[src/rtl/codec_seq_pkg.sv]
package codec_seq_pkg;

    localparam int ADDR_W = 7;
    localparam int DATA_W = 16;

    localparam logic [ADDR_W-1:0] REG_RATE = 7'h2C;
    localparam logic [ADDR_W-1:0] REG_SPK  = 7'h02;
    localparam logic [ADDR_W-1:0] REG_MIC  = 7'h0E;
    localparam logic [DATA_W-1:0] RATE_WORD = 16'h0FA0;

    typedef enum logic [2:0] {
        ST_RST_HOLD,
        ST_WAIT_RDY,
        ST_WR_RATE,
        ST_DISPATCH,
        ST_WR_SPK,
        ST_WR_MIC,
        ST_RUN
    } seq_state_t;

endpackage

[src/rtl/seq_bit_sync.sv]
module seq_bit_sync #(
    parameter int STAGES = 2
) (
    input  logic clk,
    input  logic rst_n,
    input  logic d,
    output logic q
);
    logic [STAGES-1:0] chain;

    always_ff @(posedge clk or negedge rst_n) begin
        if (!rst_n) chain <= '0;
        else        chain <= {chain[STAGES-2:0], d};
    end

    assign q = chain[STAGES-1];
endmodule

[src/rtl/vol_word_fmt.sv]
module vol_word_fmt #(
    parameter int ATT_W  = 5,
    parameter bit STEREO = 1'b1
) (
    input  logic [ATT_W-1:0] att,
    input  logic             mute,
    output logic [15:0]      word
);
    generate
        if (STEREO) begin : g_stereo
            always_comb begin
                word            = '0;
                word[15]        = mute;
                word[8+:ATT_W]  = att;
                word[0+:ATT_W]  = att;
            end
        end else begin : g_mono
            always_comb begin
                word            = '0;
                word[15]        = mute;
                word[0+:ATT_W]  = att;
            end
        end
    endgenerate
endmodule

[src/rtl/codec_bringup_seq.sv]
module codec_bringup_seq
    import codec_seq_pkg::*;
#(
    parameter int RST_HOLD_CYC  = 256,
    parameter int READY_TIMEOUT = 4096,
    parameter int ATT_W         = 5,
    parameter int SYNC_STAGES   = 2
) (
    input  logic              clk,
    input  logic              rst_n,
    input  logic              codec_tag_rdy,
    input  logic [ATT_W-1:0]  spk_att,
    input  logic              spk_mute,
    input  logic [ATT_W-1:0]  mic_att,
    input  logic              mic_mute,
    input  logic              wr_done,
    output logic              codec_rst_n,
    output logic              sync_run,
    output logic              wr_req,
    output logic [ADDR_W-1:0] wr_addr,
    output logic [DATA_W-1:0] wr_data,
    output logic              link_up
);
    localparam int CNT_MAX = (RST_HOLD_CYC > READY_TIMEOUT) ? RST_HOLD_CYC : READY_TIMEOUT;
    localparam int CNT_W   = $clog2(CNT_MAX + 1);
    localparam logic [CNT_W-1:0] HOLD_LAST = CNT_W'(RST_HOLD_CYC - 1);
    localparam logic [CNT_W-1:0] TO_LAST   = CNT_W'(READY_TIMEOUT - 1);
    localparam int SW_W = ATT_W + 1;

    seq_state_t state, state_n;
    logic [CNT_W-1:0]  cnt;
    logic              rdy_s;
    logic [SW_W-1:0]   spk_q, mic_q, spk_sent, mic_sent, cmd_raw;
    logic              spk_ok, mic_ok;
    logic [ADDR_W-1:0] cmd_addr;
    logic [DATA_W-1:0] cmd_data;
    logic [DATA_W-1:0] spk_word, mic_word;
    logic              spk_pend, mic_pend;

    seq_bit_sync #(.STAGES(SYNC_STAGES)) u_rdy_sync (
        .clk   (clk),
        .rst_n (rst_n),
        .d     (codec_tag_rdy),
        .q     (rdy_s)
    );

    vol_word_fmt #(.ATT_W(ATT_W), .STEREO(1'b1)) u_spk_fmt (
        .att  (spk_q[ATT_W-1:0]),
        .mute (spk_q[ATT_W]),
        .word (spk_word)
    );

    vol_word_fmt #(.ATT_W(ATT_W), .STEREO(1'b0)) u_mic_fmt (
        .att  (mic_q[ATT_W-1:0]),
        .mute (mic_q[ATT_W]),
        .word (mic_word)
    );

    assign spk_pend = !spk_ok || (spk_q != spk_sent);
    assign mic_pend = !mic_ok || (mic_q != mic_sent);

    // State register
    always_ff @(posedge clk or negedge rst_n) begin
        if (!rst_n) state <= ST_RST_HOLD;
        else        state <= state_n;
    end

    // Next-state decode
    always_comb begin
        state_n = state;
        unique case (state)
            ST_RST_HOLD: if (cnt == HOLD_LAST) state_n = ST_WAIT_RDY;
            ST_WAIT_RDY: begin
                if (rdy_s)                state_n = ST_WR_RATE;
                else if (cnt == TO_LAST)  state_n = ST_RST_HOLD;
            end
            ST_WR_RATE, ST_WR_SPK, ST_WR_MIC: if (wr_done) state_n = ST_DISPATCH;
            ST_DISPATCH, ST_RUN: begin
                if (spk_pend)      state_n = ST_WR_SPK;
                else if (mic_pend) state_n = ST_WR_MIC;
                else               state_n = ST_RUN;
            end
            default: state_n = ST_RST_HOLD;
        endcase
    end

    // Counter, switch capture, command latch and sent-value tracking
    always_ff @(posedge clk or negedge rst_n) begin
        if (!rst_n) begin
            cnt      <= '0;
            spk_q    <= '0;
            mic_q    <= '0;
            spk_sent <= '0;
            mic_sent <= '0;
            spk_ok   <= 1'b0;
            mic_ok   <= 1'b0;
            cmd_raw  <= '0;
            cmd_addr <= '0;
            cmd_data <= '0;
        end else begin
            spk_q <= {spk_mute, spk_att};
            mic_q <= {mic_mute, mic_att};

            if (state_n != state)
                cnt <= '0;
            else if (state == ST_RST_HOLD || state == ST_WAIT_RDY)
                cnt <= cnt + 1'b1;

            if (state_n != state) begin
                unique case (state_n)
                    ST_WR_RATE: begin
                        cmd_addr <= REG_RATE;
                        cmd_data <= RATE_WORD;
                    end
                    ST_WR_SPK: begin
                        cmd_addr <= REG_SPK;
                        cmd_data <= spk_word;
                        cmd_raw  <= spk_q;
                    end
                    ST_WR_MIC: begin
                        cmd_addr <= REG_MIC;
                        cmd_data <= mic_word;
                        cmd_raw  <= mic_q;
                    end
                    ST_RST_HOLD: begin
                        spk_ok <= 1'b0;
                        mic_ok <= 1'b0;
                    end
                    default: ;
                endcase
            end

            if (state == ST_WR_SPK && wr_done) begin
                spk_sent <= cmd_raw;
                spk_ok   <= 1'b1;
            end
            if (state == ST_WR_MIC && wr_done) begin
                mic_sent <= cmd_raw;
                mic_ok   <= 1'b1;
            end
        end
    end

    // Outputs
    always_comb begin
        codec_rst_n = (state != ST_RST_HOLD);
        sync_run    = (state != ST_RST_HOLD);
        wr_req      = (state == ST_WR_RATE) || (state == ST_WR_SPK) || (state == ST_WR_MIC);
        link_up     = (state == ST_RUN);
        wr_addr     = cmd_addr;
        wr_data     = cmd_data;
    end
endmodule

[config.mk]
export PLATFORM = sky130hd
export DESIGN_NAME = codec_bringup_seq
export DESIGN_NICKNAME = d
export VERILOG_FILES = /design/src/rtl/codec_seq_pkg.sv /design/src/rtl/seq_bit_sync.sv /design/src/rtl/vol_word_fmt.sv /design/src/rtl/codec_bringup_seq.sv
export SDC_FILE = /design/constraint.sdc
export NUM_CORES = 1
export LEC_CHECK = 0
export ABC_AREA = 1
export BUFFER_PORTS_ARGS = -buffer_cell sky130_fd_sc_hd__buf_2
export CAP_MARGIN = 40
export CORE_MARGIN = 3
export CORE_UTILIZATION = 55
export DETAILED_ROUTE_END_ITERATION = 8
export GPL_TIMING_DRIVEN = 0
export PLACE_DENSITY = 0.78
export SYNTH_ARGS = -nofsm -noshare
export SYNTH_HDL_FRONTEND = slang
export SYNTH_SLANG_ARGS = --single-unit
[constraint.sdc]
create_clock -name clk -period 2.8 [get_ports clk]
set_clock_uncertainty 0.15 [all_clocks]
set_input_delay 0.14 -clock clk [delete_from_list [all_inputs] [get_ports clk]]
set_output_delay 0.14 -clock clk [all_outputs]
set_load 0.01 [all_outputs]
==> qor.yml <==
grt.overflow.total: 0
clk_latency_ns: 0.34
drive_gt1_share_pct: 19.9
cpMostUsedCell: "nand2_1"
avgSynthCellArea_sq_um: 8.14
numCtsBuffers: 9
die_area_sq_um: 6590
place_ws_ns: 0.586
synth_area_leaders: "dfrtp_1 (52%), nand2_1 (15%), nand3_1 (4.8%)"
period_minus_slack_ns: 2.20
worst_slew_pin_slew_ns: 0.707
grt_max_degree: 35
grt_use_met2_pct: 37.4
synthCells: 382
path_class: "flop to flop"
fp.coreArea_sq_um: 5270
setup_tns_ns: 0
start_util_pct: 59.0
cts_tree: "built"
clkSinkCount: 64
use_met1_pct: 28.9
drcViolationCount: 0
cts_root_buffer: "clkbuf_8"
grt_use_met3_pct: 6.10
async_flop_share_pct: 100
cts_setup_buffers: 0
crit_path_end: "wr_addr[1]"
gp_congestion: 0.881
postCtsHoldBufs: 14
rsz0062_at_grt: "false"
report.final.slew_viol_count: 0
maxCapViolCount: 0
crit_fanout: 10
via_count: 2640
grt_pass1_vias: 2513
synth_cell_type_count: 31
n_antenna_cell: 0
cts.clk_slew.worst_paths_ns: 0.07
r2r_start: "cnt[0]"
h-tree-depth: 3
seq_area_frac_synth_pct: 51.5
port_buffers: 36
crit_chain: "ha_1, nand2_1, nor2_1, nand3_1, nor2_1, nor2_1, nor2_2, nand2_4, nand2_1, nand2_1, nand2_4, nand2_4, buf_6, nand2_1, nand2_1"
drt_wl_total_microns: 6710
viasPerCell: 5.05
crit_arrival_ns: 2.27
worst_slew_margin_rel_pct: 52.9
grt_antenna_before_repair: 0
max-clock-path-buffers: 2
io_pins: 43
reg2reg_depth: 15
synth_common_cells: "nand2_1 (124), dfrtp_1 (64), nor2_1 (40), inv_1 (36), nand3_1 (30)"
fmax_mhz: 454
netlist.area_leader.share_pct: 51.5
hold_viol: 0
ys_ff_latch: 64
setup_slack_ns: 0.599
pwr_density_cell_nw_per_um2: 1010
r2r_end: "wr_addr[1]"
crit_required_ns: 2.87
dp_hpwl_microns: 4820
max_stage_delay_ns: 0.39
grt_pass1_wl_microns: 11200
status: "complete, no violations"
synthToLayoutAreaGrowth_pct: 20.3
synth_edf_count: 0
startpoint_type: "flop"
detailedRoute.firstPassIterationCount: 5
p_leak_nw: 1.96
ir_worst_vdd_v: 0.000572
cts_resized: 0
top_usage_layer: "met2"
drt_iter0_drc: 169
synth_top_flop_cell: "dfrtp_1"
layout.nets: 466
die_height_microns: 81.2
nFillCells: 439
setup_viol: 0
ys_warn_count: 0
wl_per_cell_microns: 12.8
synth_area_sq_um: 3110
fin_crit_sh_pct: 78.6
grtUsageTotal_pct: 22.8
die_x_microns: 81.2
yosys.area.top_type: "dfrtp_1"
min_path_type: "input port to flop"
placementRows: 26
critPathSlowestCell: "dfrtp_1"
cp-end-kind: "flop"
synth_most_common_cell: "nand2_1"
ff2ff_setup_slack_ns: 0.60
ant_nets: 0
hold_depth: 5
cp-startpoint: "cnt[0]"
==> where the power goes <==
part           leakage (nW)  total [W]  switching [W]  internal, W
Combinational          1.05    0.00170        0.00109     0.000610
Sequential            0.821    0.00132       0.000155      0.00117
Clock                0.0948   0.000759       0.000356     0.000402
Total                  1.96    0.00378        0.00160      0.00218
==> stage by stage <==
stage,std cells,hold slack [ns],cell area (sq um),utilization [%],total power [W]
6_report,523,0.0955,3740,71.0,0.00378
5_1_grt,523,0.125,3740,71.0,0.00412
4_1_cts,523,0.0824,3740,71.0,0.00380
3_5_place_dp,494,0.0810,3420,64.8,0.00302
3_3_place_gp,493,0.0977,3400,64.4,0.00297
2_1_floorplan,387,-0.306,3130,-,0.00255
==> layer usage <==
| metal | vias up | share of wire (%) |
|---|---|---|
| li1 | 1306 | - |
| met1 | 1243 | 44 |
| met2 | 83 | 48 |
| met3 | 8 | 6.4 |
| met5 | - | 0 |
| met4 | 0 | 1.4 |
==> worst min-delay path by stage <==
| stage | startpoint | endpoint | slack [ns] |
|---|---|---|---|
| after floorplan | rst_n | cmd_raw[0] | -0.31 |
| after global placement | mic_mute | mic_q[5] | 0.1 |
| after detailed placement | rst_n | u_rdy_sync.chain[0] | 0.08 |
| after CTS | wr_done | state[0] | 0.08 |
| after global routing | wr_done | state[0] | 0.12 |
| final | wr_done | state[0] | 0.1 |
==> state kept, by name, summed over array words and instances (netlist names), 3 cells and up <==
register and flops:
cnt 13, spk_q 6, cmd_raw 6, wr_data 12
mic_sent 6, mic_q 6, state 3, spk_sent 6
==> logic make-up (layout without fill, tap and decap cells) <==
logic type	count (synthesis)	count (layout)	share of synthesized area (%)
AOI/OAI and AO/OA	28	28	4.83
buffers and inverters	58	124	9.05
other	1	6	0.121
and+or+nand+nor	220	220	31.3
adders and majority gates	1	1	0.402
DFF	64	64	51.5
xor gates and xnor gates	10	10	2.82
==> area by class of cell <==
cell class | instances | area (sq um) | share of cell area, %
plain buffers | 18 | 131 | 3.51
clock buffers | 9 | 124 | 3.31
well taps | 70 | 87.6 | 2.34
flip-flops and latches | 64 | 1600 | 42.8
clock inverters | 6 | 61.3 | 1.64
multi-input cells | 265 | 1240 | 33.3
inverters | 40 | 150 | 4.01
repair buffers | 51 | 340 | 9.10
==> cells in the final DEF (no fill, tap or decap), types with 3 or more instances in the layout <==
| cell type | synthesis | final |
|---|---|---|
| nand2_1 | 124 | 124 |
| dfrtp_1 | 64 | 64 |
| nor2_1 | 40 | 40 |
| buf_2 | 3 | 39 |
| inv_1 | 36 | 36 |
| nand3_1 | 30 | 30 |
| o21ai_0 | 19 | 19 |
| dlygate4sd3_1 | 0 | 14 |
| buf_4 | 10 | 10 |
| clkbuf_8 | 0 | 9 |
| conb_1 | 1 | 6 |
| xnor2_1 | 5 | 5 |
| nand2_2 | 5 | 5 |
| xor2_1 | 5 | 5 |
| inv_2 | 4 | 4 |
| nand4_1 | 4 | 4 |
| a21oi_1 | 4 | 4 |
| buf_6 | 3 | 3 |
| nor3_1 | 3 | 3 |
| nand2_4 | 3 | 3 |
| nor3_2 | 3 | 3 |
| clkinv_2 | 0 | 3 |
==> critical path: cells and delay by family (launching register included) <==
| kind | cells | cell delay (ns) |
|---|---|---|
| simple gates | 13 | 1.19 |
| flops | 1 | 0.39 |
| fa+ha+maj | 1 | 0.21 |
| buf+inv | 1 | 0.15 |
(Power assumes the default switching activity.)
